`src/rtl/clkgear_pkg.sv`:
```
package clkgear_pkg;
  localparam int unsigned GEAR_W    = 3;
  localparam int unsigned MAX_SHIFT = 4;
  localparam int unsigned CNT_W     = MAX_SHIFT;

  typedef enum logic {
    REG_GEAR = 1'b0,
    REG_PLL  = 1'b1
  } cfg_reg_e;

  // Number of doublings the gear code stands for; codes above the top clamp.
  function automatic int unsigned gear_shift(input logic [GEAR_W-1:0] code);
    return (int'(code) > int'(MAX_SHIFT)) ? MAX_SHIFT : int'(code);
  endfunction

  // Terminal count of the divider for a given gear code.
  function automatic logic [CNT_W-1:0] gear_last(input logic [GEAR_W-1:0] code);
    logic [CNT_W:0] span;
    span = (CNT_W+1)'(1) << gear_shift(code);
    return CNT_W'(span - (CNT_W+1)'(1));
  endfunction
endpackage

```
`src/rtl/clkgear_pll_ctrl.sv`:
```
module clkgear_pll_ctrl #(
  parameter int unsigned LOCK_TICKS = 4096
) (
  input  logic clk,
  input  logic rst_n,
  input  logic osc_tick,
  input  logic wr_pll,
  input  logic on_req,
  input  logic sel_req,
  output logic pll_on,
  output logic pll_sel,
  output logic lock_done,
  output logic seq_err
);
  localparam int unsigned LCW = (LOCK_TICKS > 2) ? $clog2(LOCK_TICKS) : 1;
  localparam logic [LCW-1:0] LOCK_LAST = LCW'(LOCK_TICKS - 1);

  logic [LCW-1:0] lock_cnt;
  logic           sel_allowed;
  logic           next_sel;
  logic           next_on;
  logic           bad_select;
  logic           bad_disable;
  logic           turn_off;
  logic           count_tick;

  // Select is honoured only once the multiplier is on and locked.
  assign sel_allowed = pll_on && lock_done;
  assign next_sel    = sel_req && sel_allowed;
  // The multiplier cannot be stopped while it is still the source.
  assign next_on     = on_req || pll_sel;
  assign bad_select  = sel_req && !sel_allowed;
  assign bad_disable = !on_req && pll_sel;
  assign turn_off    = wr_pll && !next_on;
  assign count_tick  = pll_on && !lock_done && osc_tick;

  always_ff @(posedge clk) begin
    if (!rst_n) begin
      pll_on  <= 1'b0;
      pll_sel <= 1'b0;
      seq_err <= 1'b0;
    end else if (wr_pll) begin
      pll_on  <= next_on;
      pll_sel <= next_sel;
      seq_err <= bad_select || bad_disable;
    end else begin
      seq_err <= 1'b0;
    end
  end

  always_ff @(posedge clk) begin
    if (!rst_n || turn_off) begin
      lock_cnt  <= '0;
      lock_done <= 1'b0;
    end else if (count_tick) begin
      if (lock_cnt == LOCK_LAST) lock_done <= 1'b1;
      else                       lock_cnt  <= lock_cnt + LCW'(1);
    end
  end

  assert_sel_needs_lock_R7: assert property (@(posedge clk) disable iff (!rst_n)
    pll_sel |-> lock_done);
  assert_sel_keeps_on_R8: assert property (@(posedge clk) disable iff (!rst_n)
    pll_sel |-> pll_on);
  assert_lock_drops_with_off_R9: assert property (@(posedge clk) disable iff (!rst_n)
    !pll_on |-> !lock_done);
  assert_lock_after_tick_R5: assert property (@(posedge clk) disable iff (!rst_n)
    $rose(lock_done) |-> ($past(osc_tick) && pll_on));
endmodule

```
`src/rtl/clkgear_div.sv`:
```
module clkgear_div
  import clkgear_pkg::*;
#(
  parameter logic [GEAR_W-1:0] RST_GEAR = 3'd4
) (
  input  logic              clk,
  input  logic              rst_n,
  input  logic              src_tick,
  input  logic [GEAR_W-1:0] gear_req,
  output logic              fph_en,
  output logic              sys_en
);
  logic [GEAR_W-1:0] gear_act;
  logic [CNT_W-1:0]  div_cnt;
  logic              half_phase;
  logic              at_boundary;

  assign at_boundary = src_tick && (div_cnt == gear_last(gear_act));

  always_ff @(posedge clk) begin
    if (!rst_n) begin
      gear_act   <= RST_GEAR;
      div_cnt    <= '0;
      half_phase <= 1'b0;
      fph_en     <= 1'b0;
      sys_en     <= 1'b0;
    end else if (at_boundary) begin
      gear_act   <= gear_req;
      div_cnt    <= '0;
      half_phase <= !half_phase;
      fph_en     <= 1'b1;
      sys_en     <= half_phase;
    end else begin
      if (src_tick) div_cnt <= div_cnt + CNT_W'(1);
      fph_en <= 1'b0;
      sys_en <= 1'b0;
    end
  end

  assert_sys_on_gear_edge_R2: assert property (@(posedge clk) disable iff (!rst_n)
    sys_en |-> fph_en);
  assert_gear_at_boundary_R10: assert property (@(posedge clk) disable iff (!rst_n)
    (gear_act != $past(gear_act)) |-> $past(at_boundary));
endmodule

```
`src/rtl/clock_gear.sv`:
```
module clock_gear
  import clkgear_pkg::*;
#(
  parameter int unsigned       LOCK_TICKS = 4096,
  parameter int unsigned       DW         = 8,
  parameter logic [GEAR_W-1:0] RST_GEAR   = 3'd4
) (
  input  logic              clk,
  input  logic              rst_n,
  input  logic              osc_tick,
  input  logic              cfg_wr,
  input  logic              cfg_addr,
  input  logic [DW-1:0]     cfg_wdata,
  output logic [GEAR_W-1:0] gear_setting,
  output logic              pll_on,
  output logic              pll_sel,
  output logic              lock_done,
  output logic              seq_err,
  output logic              fph_en,
  output logic              sys_en
);
  localparam int unsigned SEL_BIT = 0;
  localparam int unsigned ON_BIT  = 1;

  logic [GEAR_W-1:0] gear_q;
  logic              wr_gear;
  logic              wr_pll;
  logic              src_tick;

  assign wr_gear  = cfg_wr && (cfg_reg_e'(cfg_addr) == REG_GEAR);
  assign wr_pll   = cfg_wr && (cfg_reg_e'(cfg_addr) == REG_PLL);
  // Multiplied clock ticks every cycle; the oscillator only on its qualifier.
  assign src_tick = pll_sel ? 1'b1 : osc_tick;

  always_ff @(posedge clk) begin
    if (!rst_n)       gear_q <= RST_GEAR;
    else if (wr_gear) gear_q <= cfg_wdata[GEAR_W-1:0];
  end
  assign gear_setting = gear_q;

  clkgear_pll_ctrl #(.LOCK_TICKS(LOCK_TICKS)) u_pll (
    .clk       (clk),
    .rst_n     (rst_n),
    .osc_tick  (osc_tick),
    .wr_pll    (wr_pll),
    .on_req    (cfg_wdata[ON_BIT]),
    .sel_req   (cfg_wdata[SEL_BIT]),
    .pll_on    (pll_on),
    .pll_sel   (pll_sel),
    .lock_done (lock_done),
    .seq_err   (seq_err)
  );

  clkgear_div #(.RST_GEAR(RST_GEAR)) u_div (
    .clk      (clk),
    .rst_n    (rst_n),
    .src_tick (src_tick),
    .gear_req (gear_q),
    .fph_en   (fph_en),
    .sys_en   (sys_en)
  );

  assert_err_only_after_write_R6: assert property (@(posedge clk) disable iff (!rst_n)
    seq_err |-> $past(wr_pll));
endmodule

```
`config.mk`:
```
export PLATFORM = sky130hd
export DESIGN_NAME = clock_gear
export DESIGN_NICKNAME = d
export VERILOG_FILES = /design/src/rtl/clkgear_pkg.sv /design/src/rtl/clkgear_pll_ctrl.sv /design/src/rtl/clkgear_div.sv /design/src/rtl/clock_gear.sv
export SDC_FILE = /design/constraint.sdc
export NUM_CORES = 1
export LEC_CHECK = 0
export BUFFER_PORTS_ARGS = -buffer_cell sky130_fd_sc_hd__clkbuf_2
export CELL_PAD_IN_SITES_DETAIL_PLACEMENT = 1
export CELL_PAD_IN_SITES_GLOBAL_PLACEMENT = 2
export CORE_ASPECT_RATIO = 0.9
export CORE_MARGIN = 2
export CORE_UTILIZATION = 36
export DETAILED_ROUTE_END_ITERATION = 16
export GPL_TIMING_DRIVEN = 0
export PLACE_DENSITY = 0.85
export SLEW_MARGIN = 10
export SYNTH_ARGS = -nofsm -noshare
export SYNTH_HDL_FRONTEND = slang
export SYNTH_SLANG_ARGS = --single-unit
```
`constraint.sdc`:
```
create_clock -name clk -period 4.25 [get_ports clk]
set_clock_uncertainty 0.2 [all_clocks]
set_input_delay 0.2125 -clock clk [delete_from_list [all_inputs] [get_ports clk]]
set_output_delay 0.2125 -clock clk [all_outputs]
set_load 0.02 [all_outputs]
```
======== Yosys cells after proc, flatten, opt, wreduce, memory -nomap -nowiden ========
Index checks and enable logic that the tools add are counted.
storage, ports and cells
  logic and storage cells ................. 48
  flip-flop bits (word level) ............. 29
  input bits .............................. 13
  output and inout bits ................... 9
operators by class
  eq/ne operators ......................... 2
  bitwise logic cells ..................... 3
  add/subtract/negate cells ............... 3
  shift-type cells ........................ 1
  reductions and logical operators ........ 24
  muxes and demuxes ....................... 3
  order comparisons ....................... 1
operators by type and width
  cell                     number
  $shl A1 B32 Y4 const A   1
  $add A12 B1 Y12 const B  1
  $eq A12 B12 Y1 const B   1
  $logic_and A1 B1 Y1      10
  $reduce_and A2 Y1        4
  $logic_not A1 Y1         6
  $add A4 B1 Y4 const B    1
  $eq A4 B4 Y1             1
  $sub A4 B1 Y4 const B    1
  $gt A3 B3 Y1 const B     1
  $logic_or A1 B1 Y1       3
  $mux W3                  1
  $not A1 Y1               3
  $mux W1                  2
  $reduce_or A2 Y1         1

======== Logic depth before layout (Yosys ltp) ========
Gate-level depths: netlist of the first run.
  depth in word-level cells ............... 7
  gate-level depth with buffers ........... 5
  mapped depth without buffers ............ 5

======== Cells and area by module ========
A second synthesis of the first run with hierarchy kept.
second synthesis, totals
  cell total of the unflattened synthesis .. 151
  area total of the unflattened synthesis .. 1395.1 um2
by module, submodules not included
  module            times used  area each (um2)  cells an instance  sequential area each (um2)
  clkgear_pll_ctrl  1           782.0            90                 320.3
  clkgear_div       1           471.7            46                 200.2
  clock_gear        1           141.4            15                 60.1

======== Least setup slack after synthesis of the first run ========
No wires, ideal clock.
  kind .................................... register to register
  from .................................... register u_div.gear_act[2]
  to ...................................... register u_div.gear_act[0]
  library setup time ...................... 72 ps
  required time ........................... 3978 ps
  data arrival time ....................... 1542 ps
  cell stages (with the launch flop) ...... 5
  path slack .............................. 2436 ps
  clock period less this slack ............ 1814 ps
  cells stage by stage .................... dfxtp_1 > nor2_2 > or4b_4 > a311oi_4 > mux2i_1
on the way
  cells in the longest elaborated chain, start to end .. 6
RTL lines
  element                   RTL line           source
  start: declaration        clkgear_div.sv:13  logic [GEAR_W-1:0] gear_act;
  start signal: assignment  clkgear_div.sv:28  gear_act <= gear_req;
  $gt A3 B3 Y1              clkgear_pkg.sv:13  return (int'(code) > int'(MAX_SHIFT)) ? MAX_SHIFT : int'(code);
  $mux W3 (*)               clkgear_pkg.sv:13
  $shl A1 B32 Y4 (*)        clkgear_pkg.sv:19  span = (CNT_W+1)'(1) << gear_shift(code);
  $sub A4 B1 Y4 (*)         clkgear_pkg.sv:20  return CNT_W'(span - (CNT_W+1)'(1));
  $eq A4 B4 Y1 (*)          clkgear_div.sv:18  assign at_boundary = src_tick && (div_cnt == gear_last(gear_act));
  $logic_and A1 B1 Y1 (*)   clkgear_div.sv:18
Mark *: on every way between the ends. The rest lies on a longest branch, timed or not.
A chain may end at the register's enable or synchronous reset.

======== Final worst setup path of the first run ========
  from .................................... register u_div.gear_act[2]
  to ...................................... register u_div.gear_act[1]
Same word-level chain as after synthesis.

==> results.py, run 1 <==
metrics = {
    "placed_design": {
        "gp_congestion": 0.764,
        "dpl_cell_area_um2": 1460,
        "dp_hpwl_mm": 2.43,
        "io_buffers": 16,
    },
    "layout": {
        "fin_util_pct": 45.0,
        "drive_gt1_share_pct": 17.3,
        "nets": 183,
        "multi_input_area_um2": 722,
        "n_antenna_cell": 0,
        "layout-area-overhead-vs-synth_pct": 17.5,
        "fin_area_um2": 1550,
        "fill_cells": 433,
        "regArea_um2": 581,
    },
    "synthesis": {
        "syn_inst": 144,
        "yosys.area.top_type": "dfxtp_1",
        "yosysTopAreaCellShare_pct": 43.9,
        "syn_area_per_cell_um2": 9.18,
        "yosysWarnings": 0,
        "syn-num-nets": 159,
        "synth_area_leaders": "dfxtp_1 44%, mux2i_1 6.1%, xor2_1 4.6%",
        "synth_edf_count": 0,
        "synth_ff_type": "dfxtp_1",
        "synth_area_um2": 1320,
        "ys_seq_area_share_pct": 43.9,
        "synthArstFlopShare_pct": 0,
        "synth_most_common_cell": "dfxtp_1",
        "synth_cell_types": 39,
        "ys_top_cells_by_count": "29 x dfxtp_1, 15 x nor2_1, 13 x nand2_1, 8 x mux2i_1",
        "synth-seq-cells": 29,
    },
    "clocking": {
        "cts_tree": "done",
        "max-clock-path-buffers": 2,
        "root_buffer": "clkbuf_8",
        "htreeDepth": 2,
        "cts_sinks": 29,
        "clk_pin_slew_ps": 60,
        "cts_made_buffers": 5,
        "clock_latency_ps": 280,
        "cts_resized": 0,
    },
    "drt": {
        "drt-pass1-iter-count": 4,
        "ant_nets": 0,
        "drt_iter0_markers": 25,
        "viasPerCell": 5.42,
        "vias": 1148,
        "drc_errors": 0,
        "wirelength_mm": 3.22,
        "routedWlPerCell_um": 15.2,
    },
    "timing": {
        "period_share_pct": 48.0,
        "fmax_ghz": 0.490,
        "hold_viol": 0,
        "setup_viol": 0,
        "min_period_ps": 2040,
        "relSlewSlack_pct": 60.9,
        "tightest_slew_ps": 584,
        "rsz0062_at_grt": "false",
        "slew_violations": 0,
        "setup_tns_ps": 0,
    },
    "die": {
        "dieArea_um2": 4180,
        "die_h_um": 61.5,
        "core_area_um2": 3450,
        "initial_core_util_pct": 38.3,
        "fp.dieW_um": 67.9,
        "io_pins": 22,
        "rows": 20,
    },
    "global_routing": {
        "grt_pass1_vias": 1154,
        "grt_overflow_total": 0,
        "track_usage_pct": 17.6,
        "grt_pass1_wl_mm": 5.37,
        "antenna_found_initial": 0,
        "grt_max_degree": 11,
    },
    "status": {
        "outcome": "completed",
    },
    "critical_path": {
        "required_ps": 4250,
        "end_kind": "register",
        "crit_chain": "nor2_2 > or4b_4 > a311oi_4 > mux2i_1",
        "start_kind": "register",
        "path_max_fanout": 10,
        "max_stage_delay_ps": 510,
        "rrSetupSlack_ps": 2210,
        "path_delay_family": "simple AND/OR/NAND/NOR gates",
        "critical-path-slowest-cell": "a311oi_4",
        "worst-path-buf-inv": 0,
        "crit_arrival_ps": 2040,
        "critPathKind": "reg2reg",
    },
    "power": {
        "ir_worst_vdd_mv": 0.235,
        "p_int_uw": 418,
        "p_leak_nw": 0.588,
        "sw_frac_of_total_pct": 23.2,
        "seq_power_share_pct": 52.0,
        "combPwrFrac_pct": 6.3,
        "power.net_switching_uw": 126,
        "p_clk_share_pct": 41.7,
        "p_per_area_nw_per_um2": 350,
    },
    "flow_run": {
        "cap_violations": 0,
    },
    "worst_hold_path": {
        "hold_class": "in2reg",
    },
}
==> power groups by stage <==
stage                     registers [mW]  logic, mW  clock network [mW]
after floorplan                    0.290     0.0182                   0
after global placement             0.288     0.0320                   0
after detailed placement           0.289     0.0337                   0
after CTS                          0.283     0.0347               0.233
after global routing               0.284     0.0381               0.250
final                              0.283     0.0343               0.227
==> stage by stage <==
| stage | power (mW) | hold WS, ps | setup slack, ps | std cells |
|---|---|---|---|---|
| after floorplan | 0.308 | 141 | 2440 | 144 |
| after global placement | 0.320 | 229 | 2290 | 204 |
| after detailed placement | 0.323 | 243 | 2200 | 204 |
| after CTS | 0.550 | 0.259 | 2180 | 212 |
| after global routing | 0.572 | 38.2 | 2060 | 212 |
| final | 0.544 | 4.65 | 2210 | 212 |
==> area by class of cell <==
type | instances | share of cell area (%)
buffer | 3 | 0.805
multi-input combinational | 110 | 46.5
inverter | 2 | 0.483
clock buffer | 7 | 5.56
timing repair buffer | 17 | 5.80
tap | 44 | 3.54
sequential | 29 | 37.4
==> logic make-up (layout without fill, tap and decap cells) <==
| logic type | count (synthesis) | after routing | synth area share (%) |
|---|---|---|---|
| muxes | 8 | 8 | 6.06 |
| buffers and inverters | 5 | 29 | 1.51 |
| AOI/OAI and AO/OA | 28 | 28 | 16.4 |
| and+or+nand+nor | 63 | 63 | 24.3 |
| xor gates and xnor gates | 9 | 9 | 5.96 |
| adders and majority gates | 2 | 2 | 1.89 |
| DFF | 29 | 29 | 43.9 |
==> worst reg2reg max path: cells and delay by family, from the launching register on <==
kind / cells / cell delay (ps)
AOI/OAI and AO/OA: 1 / 510
muxes: 1 / 270
and+or+nand+nor: 2 / 610
DFF: 1 / 370
==> worst paths after layout <==
kind                                          from                 end  cells past startpoint
worst min register to register  u_pll.lock_cnt[11]  u_pll.lock_cnt[11]                      1
worst max register to register   u_div.gear_act[2]   u_div.gear_act[1]                      4
worst min-delay path                        cfg_wr        u_pll.pll_on                      3
worst max-delay path             u_div.gear_act[2]   u_div.gear_act[1]                      4
==> placed cells by master (no fill, tap or decap), types with 2 or more instances in the layout <==
cell      instances
dfxtp_1          29
xor2_1            7
nand3_1           7
and3_1            3
nand4_1           4
clkbuf_8          6
a21oi_1           7
nor2_1           15
o311ai_0          2
or3_1             3
and2_1            2
nand2_1          13
or4_1             2
o21ai_0           5
ha_1              2
xnor2_1           2
clkbuf_1          3
o31ai_1           3
clkbuf_2         16
nor3_1            7
mux2i_1           8
nor2b_1           2
==> metal layers <==
| metal | GRT usage, % | vias to the layer above | share of wire, % |
|---|---|---|---|
| li1 | - | 573 | - |
| met1 | 22.1 | 553 | 47 |
| met2 | 29.1 | 16 | 49 |
| met3 | 5.12 | 6 | 3.1 |
| met4 | 6.00 | 0 | 1.2 |
| met5 | 0 | - | 0 |
==> state kept, by name, summed over array words and instances (netlist names) <==
name / cells
u_div.fph_en: 1
gear_setting: 3
u_div.div_cnt: 4
u_pll.pll_sel: 1
u_div.gear_act: 3
u_pll.lock_done: 1
u_div.sys_en: 1
u_pll.lock_cnt: 12
u_pll.seq_err: 1
u_div.half_phase: 1
u_pll.pll_on: 1
==> what timing repair did <==
| action | CTS | global route |
|---|---|---|
| setup endpoints to repair | 0 | 0 |
| setup buffers | 0 | 0 |
| hold endpoints to repair | 1 | 0 |
| hold buffers | 1 | 0 |
Power figures use the tool's default switching activity.
==> run 2, diff against run 1 <==
Settings changed: CORE_UTILIZATION 36 to 30, PLACE_DENSITY 0.85 to 0.75.
Clock period 4.25 ns to 1.7 ns, I/O delays scaled along.
==> run 2 against run 1 <==
  * The flow now finishes with violations (negative setup slack)
  * Hold slack improved by 30 ps
  * Clock-buffer cell count decreased by 1
  * Setup slack got worse by 2400 ps
  * Critical path type unchanged
  * Highest routed layer unchanged
==> results.py, run 2 (synthesis gave the netlist of run 1 again) <==
metrics = {
    "status": {
        "outcome": "finished with violations",
        "violations": "negative setup slack",
    },
    "timing": {
        "rsz0062_at_grt": "true",
        "relSlewSlack_pct": 68.1,
        "hold_viol": 0,
        "fmax_ghz": 0.535,
        "fin_ws_ps": -168,
        "setup_tns_ps": -1690,
        "min_period_ps": 1870,
        "tightest_slew_ps": 476,
        "slew_violations": 0,
        "period_share_pct": 110,
        "setup_viol": 15,
    },
    "power": {
        "p_per_area_nw_per_um2": 698,
        "power.total_mw": 1.38,
        "ir_worst_vdd_mv": 0.457,
        "p_leak_nw": 0.727,
    },
    "placed_design": {
        "gp_congestion": 0.809,
        "io_buffers": 16,
        "dp_hpwl_mm": 2.49,
        "dpl_cell_area_um2": 1490,
        "post-place-ws_ps": -333,
        "place_inst": 220,
    },
    "critical_path": {
        "r2r_start": "u_div.gear_act[2]",
        "required_ps": 1710,
        "rrSetupSlack_ps": -170,
        "r2r-end": "u_div.gear_act[2]",
        "start_kind": "register",
        "critPathKind": "reg2reg",
        "end_kind": "register",
        "path_max_fanout": 5,
        "ff2ff_path_depth": 5,
        "crit_arrival_ps": 1880,
    },
    "flow_run": {
        "cap_violations": 0,
    },
    "global_routing": {
        "grt_use_met3_pct": 5.60,
        "grt_max_degree": 11,
        "grtUsageMet1_pct": 19.6,
        "grt_pass1_wl_mm": 6.15,
        "use_met2_pct": 29.0,
        "top_usage_layer": "met2",
        "track_usage_pct": 17.1,
        "grt_overflow_total": 0,
        "antenna_found_initial": 0,
        "grt_pass1_vias": 1318,
    },
    "clocking": {
        "cts_made_buffers": 5,
        "max-clock-path-buffers": 2,
        "clk_pin_slew_ps": 60,
        "htreeDepth": 2,
        "clock_latency_ps": 290,
        "root_buffer": "clkbuf_8",
        "cts_sinks": 29,
        "cts_tree": "done",
    },
    "die": {
        "initial_core_util_pct": 31.8,
        "io_pins": 22,
        "core_area_um2": 4160,
        "dieArea_um2": 4960,
        "rows": 22,
        "fp.dieW_um": 74.0,
        "die_h_um": 67.0,
    },
    "layout": {
        "n_antenna_cell": 0,
        "fin_area_um2": 1970,
        "final_common_cell": "dfxtp_1",
        "drive_gt1_share_pct": 41.0,
        "largest_reg_flops": 12,
        "fin_cells": 255,
        "reg.largest.list": "u_pll.lock_cnt (12), u_div.div_cnt (4)",
        "final_cell_mix": "19 x dfxtp_1, 17 x clkbuf_2, 15 x buf_4",
        "top_register": "u_pll.lock_cnt",
        "nets": 209,
        "layout-area-overhead-vs-synth_pct": 49.3,
    },
    "worst_hold_path": {
        "hold_end": "u_pll.pll_sel",
        "hold_class": "in2reg",
        "min_from": "cfg_addr",
        "hold_depth": 4,
    },
    "drt": {
        "drt-pass1-iter-count": 4,
        "wirelength_mm": 3.90,
        "drc_errors": 0,
        "ant_nets": 0,
        "drt_iter0_markers": 63,
        "routedWlPerCell_um": 15.3,
        "vias": 1263,
        "viasPerCell": 4.95,
    },
}
## run 2: how the worst max path moves through the flow
stage	start	endpoint	slack, ps	cells after the start
3_5_place_dp	u_div.gear_act[2]	u_div.gear_act[0]	-330	4
2_1_floorplan	u_div.gear_act[2]	u_div.gear_act[2]	-100	4
3_3_place_gp	u_div.gear_act[2]	u_div.gear_act[2]	-270	4
5_1_grt	u_div.gear_act[2]	u_div.gear_act[2]	-220	5
4_1_cts	u_div.gear_act[2]	u_div.gear_act[0]	-230	5
6_report	u_div.gear_act[2]	u_div.gear_act[2]	-170	5
## run 2: timing repair
action / in CTS / in global routing
setup endpoints to repair: 23 / 24
resized for setup: 18 / 29
hold buffers: 8 / 1
endpoints found under the hold margin: 10 / 1
pin swaps: 11 / 14
buffers inserted: 11 / 7
gates cloned: 0 / 1
## run 2: where the power goes
part | switching (mW) | internal (mW)
clock network | 0.265 | 0.283
registers | 0.0163 | 0.688
logic | 0.0674 | 0.0587
total | 0.349 | 1.03
## run 2: final cells by class
type                    count  area, µm²
well taps                  60       75.1
multi-input cells         110        843
repair buffers             43        339
inverters                   2       7.51
clock buffers               6       72.6
plain buffers               3       23.8
fillers                   475       2180
clock inverters             2       10.0
flip-flops and latches     29        603
## run 2: per-layer routing
| metal | wire length (µm) | part of all wire [%] |
|---|---|---|
| met1 | 1650 | 42 |
| met4 | 77 | 2.0 |
| met5 | 0 | 0 |
| met3 | 162 | 4.2 |
| met2 | 2010 | 52 |
## run 2: through the flow
step                hold slack (ps)  utilization (%)
floorplan                      13.5                -
global placement               99.6             35.9
detailed placement              110             35.9
CTS                            9.53             43.6
global route                   63.3             47.5
finish                         35.0             47.5
## run 2: critical path: stages, from the launching register on
cell and delay [ps]:
dfxtp_4 350, nor2_4 100, or4b_4 480, a311oi_4 320, buf_12 170, mux2i_1 170
==> run 3, diff against run 2 <==
Settings changed: ABC_AREA set to 1, CORE_UTILIZATION 30 to 27.
==> run 3 against run 2 <==
  * The run now ends clean
  * Register-to-register slack better by 270 ps
  * Critical path depth is 2 higher
  * Core utilization decreased by 11 points
  * Via count grew 9.3%
  * Final area shrank 4.1%
  * Sequential share of layout area increased by 0.63 points
  * Combinational power grew 13%
  * Hold slack got worse by 18 ps
  * Fmax increased by 13%
  * Wire length down 8.3%
==> results.py, run 3 <==
metrics = {
    "status": {
        "outcome": "completed",
    },
    "timing": {
        "min_period_ps": 1650,
        "setup_viol": 0,
        "relSlewSlack_pct": 71.6,
        "fmax_ghz": 0.606,
        "fin_ws_ps": 49.4,
        "period_share_pct": 97.1,
        "tightest_slew_ps": 426,
        "hold_ws_ps": 16.8,
        "rsz0062_at_grt": "true",
        "hold_viol": 0,
        "slew_violations": 0,
    },
    "synthesis": {
        "synth_cell_types": 22,
        "synth_ff_type": "dfxtp_1",
        "syn-num-nets": 228,
        "ys_top_cells_by_count": "59 x nand2_1, 33 x nor2_1, 29 x dfxtp_1, 28 x inv_1, 11 x nand3_1",
        "yosys.area.top_type": "dfxtp_1",
        "synth_area_um2": 1450,
        "syn_area_per_cell_um2": 6.78,
        "synth_area_leaders": "dfxtp_1 40%, nand2_1 15%, nor2_1 8.6%",
        "synth_edf_count": 0,
        "ys_seq_area_share_pct": 40.2,
        "yosysWarnings": 0,
        "yosysTopAreaCellShare_pct": 40.2,
        "synthArstFlopShare_pct": 0,
        "synth_most_common_cell": "nand2_1",
        "synth-seq-cells": 29,
        "syn_inst": 213,
    },
    "layout": {
        "reg.largest.list": "u_pll.lock_cnt (12), u_div.div_cnt (4)",
        "n_antenna_cell": 0,
        "regArea_um2": 591,
        "final_common_cell": "nand2_1",
        "nets": 264,
        "fin_cells": 317,
        "top_register": "u_pll.lock_cnt",
        "layout-area-overhead-vs-synth_pct": 31.1,
        "drive_gt1_share_pct": 21.6,
        "final_cell_mix": "58 x nand2_1, 31 x nor2_1, 25 x inv_1",
        "fill_cells": 694,
        "multi_input_area_um2": 805,
        "largest_reg_flops": 12,
    },
    "placed_design": {
        "io_buffers": 16,
        "dp_hpwl_mm": 2.59,
        "place_inst": 296,
        "gp_congestion": 0.707,
        "post-place-ws_ps": -186,
    },
    "power": {
        "p_leak_nw": 0.785,
        "ir_worst_vdd_mv": 0.298,
        "power.total_mw": 1.44,
        "p_per_area_nw_per_um2": 762,
    },
    "clocking": {
        "cts_tree": "done",
        "htreeDepth": 2,
        "cts_sinks": 29,
        "max-clock-path-buffers": 2,
        "cts_made_buffers": 5,
        "root_buffer": "clkbuf_8",
        "clock_latency_ps": 290,
        "clk_pin_slew_ps": 70,
    },
    "drt": {
        "maxUsedRoutingLayer": "met4",
        "wirelength_mm": 3.58,
        "ant_nets": 0,
        "wl_met1_mm": 1.93,
        "drc_errors": 0,
        "dr_wl_met3_um": 109,
        "viasPerCell": 4.36,
        "routedWlPerCell_um": 11.3,
        "vias": 1381,
        "wl_met2_mm": 1.47,
        "drt_iter0_markers": 44,
        "drt-pass1-iter-count": 4,
    },
    "flow_run": {
        "cap_violations": 0,
    },
    "die": {
        "io_pins": 22,
        "initial_core_util_pct": 27.8,
        "rows": 25,
        "die_h_um": 73.4,
        "fp.dieW_um": 81.1,
        "core_area_um2": 5190,
        "dieArea_um2": 5950,
    },
    "critical_path": {
        "max_stage_delay_ps": 550,
        "crit_chain": "dlygate4sd3_1 > clkbuf_2 > nand2_1 > inv_2 > o21ai_1 > a21oi_1 > dlygate4sd3_1",
        "path_delay_family": "buffers and inverters",
        "cp_common_cell": "dlygate4sd3_1",
        "worst-path-buf-inv": 4,
        "rrSetupSlack_ps": 100,
        "critPathKind": "in2reg",
        "required_ps": 1680,
        "ff2ff_path_depth": 5,
        "critical-path-slowest-cell": "dlygate4sd3_1",
        "end_kind": "register",
        "crit_arrival_ps": 1630,
        "r2r-end": "u_pll.seq_err",
        "path_max_fanout": 4,
        "start_kind": "input port",
        "r2r_start": "u_pll.pll_sel",
    },
    "global_routing": {
        "grt_pass1_wl_mm": 6.26,
        "antenna_found_initial": 0,
        "grt_overflow_total": 0,
        "grt_pass1_vias": 1318,
        "track_usage_pct": 13.9,
        "grt_max_degree": 12,
    },
    "worst_hold_path": {
        "hold_depth": 5,
        "min_from": "osc_tick",
        "hold_class": "in2reg",
        "hold_end": "u_pll.lock_done",
    },
}
[run 3: changes by cell type in the layout (fill, tap and decap cells not counted), moves of 5 or more]
cell     delta
o21ai_0     +5
nor2_1     +17
nand2_1    +46
nand3_1     +6
nor3_2      -5
nand4_1     +5
mux2i_1     -8
inv_1      +24
buf_4      -11
[run 3: cells by family (layout without fill, tap and decap cells)]
| family | count (synthesis) | count (layout) | synth area share [%] |
|---|---|---|---|
| and+or+nand+nor | 126 | 126 | 38.9 |
| xor gates and xnor gates | 5 | 5 | 3.03 |
| DFF | 29 | 29 | 40.2 |
| AOI/OAI and AO/OA | 21 | 21 | 7.88 |
| adders and majority gates | 2 | 2 | 1.73 |
| buffers and inverters | 30 | 67 | 8.31 |
[run 3: cell type report]
class / instances / share of cell area [%]
inverter: 28 / 5.75
multi-input combinational: 154 / 42.5
sequential: 29 / 31.2
clock buffer: 5 / 3.63
tap: 67 / 4.43
clock inverter: 3 / 1.19
buffer: 2 / 0.793
timing repair buffer: 29 / 10.6
[run 3: what timing repair did]
action,4_1_cts,5_1_grt
gates resized for setup,7,16
endpoints found under the hold margin,12,0
setup buffers,2,2
pin swaps,2,4
hold buffers,9,0
endpoints found under the setup margin,12,26
[run 3: worst min-delay path: stages]
cell and delay (ps):
clkbuf_2 90, nand2_1 120, nor2_1 60, nor2_1 80
nor2_1 40
[run 3: per-layer routing]
| metal | vias up | global-route usage [%] |
|---|---|---|
| li1 | 740 | - |
| met1 | 616 | 20.2 |
| met2 | 17 | 18.7 |
| met3 | 8 | 3.69 |
| met4 | 0 | 6.40 |
| met5 | - | 0 |
[run 3: through the flow]
step	TNS, ps	area [µm²]	util, %
3_5_place_dp	-992	1610	31.0
2_1_floorplan	0	1450	-
5_1_grt	-75.2	1890	36.5
3_3_place_gp	-771	1610	31.0
4_1_cts	0	1830	35.3
6_report	0	1890	36.5
[run 3: worst max path at each step]
stage                           start  depth (start not counted)  slack (ps)                end
detailed placement  u_pll.lock_cnt[0]                          7        -190  u_pll.lock_cnt[8]
CTS                 u_pll.lock_cnt[1]                         10          20  u_pll.lock_cnt[6]
finish                       cfg_addr                          7          50      u_pll.pll_sel
global placement    u_pll.lock_cnt[0]                          7        -140  u_pll.lock_cnt[8]
floorplan           u_pll.lock_cnt[0]                          7          70  u_pll.lock_cnt[8]
global route             u_pll.pll_on                          6         -30  u_pll.lock_cnt[8]
[run 3: power by group]
| group | switching (mW) | leakage (nW) | total [mW] | internal, mW |
|---|---|---|---|---|
| sequential | 0.0173 | 0.238 | 0.713 | 0.695 |
| clock | 0.302 | 0.0364 | 0.588 | 0.287 |
| combinational | 0.0878 | 0.511 | 0.143 | 0.0554 |
| total | 0.407 | 0.785 | 1.44 | 1.04 |
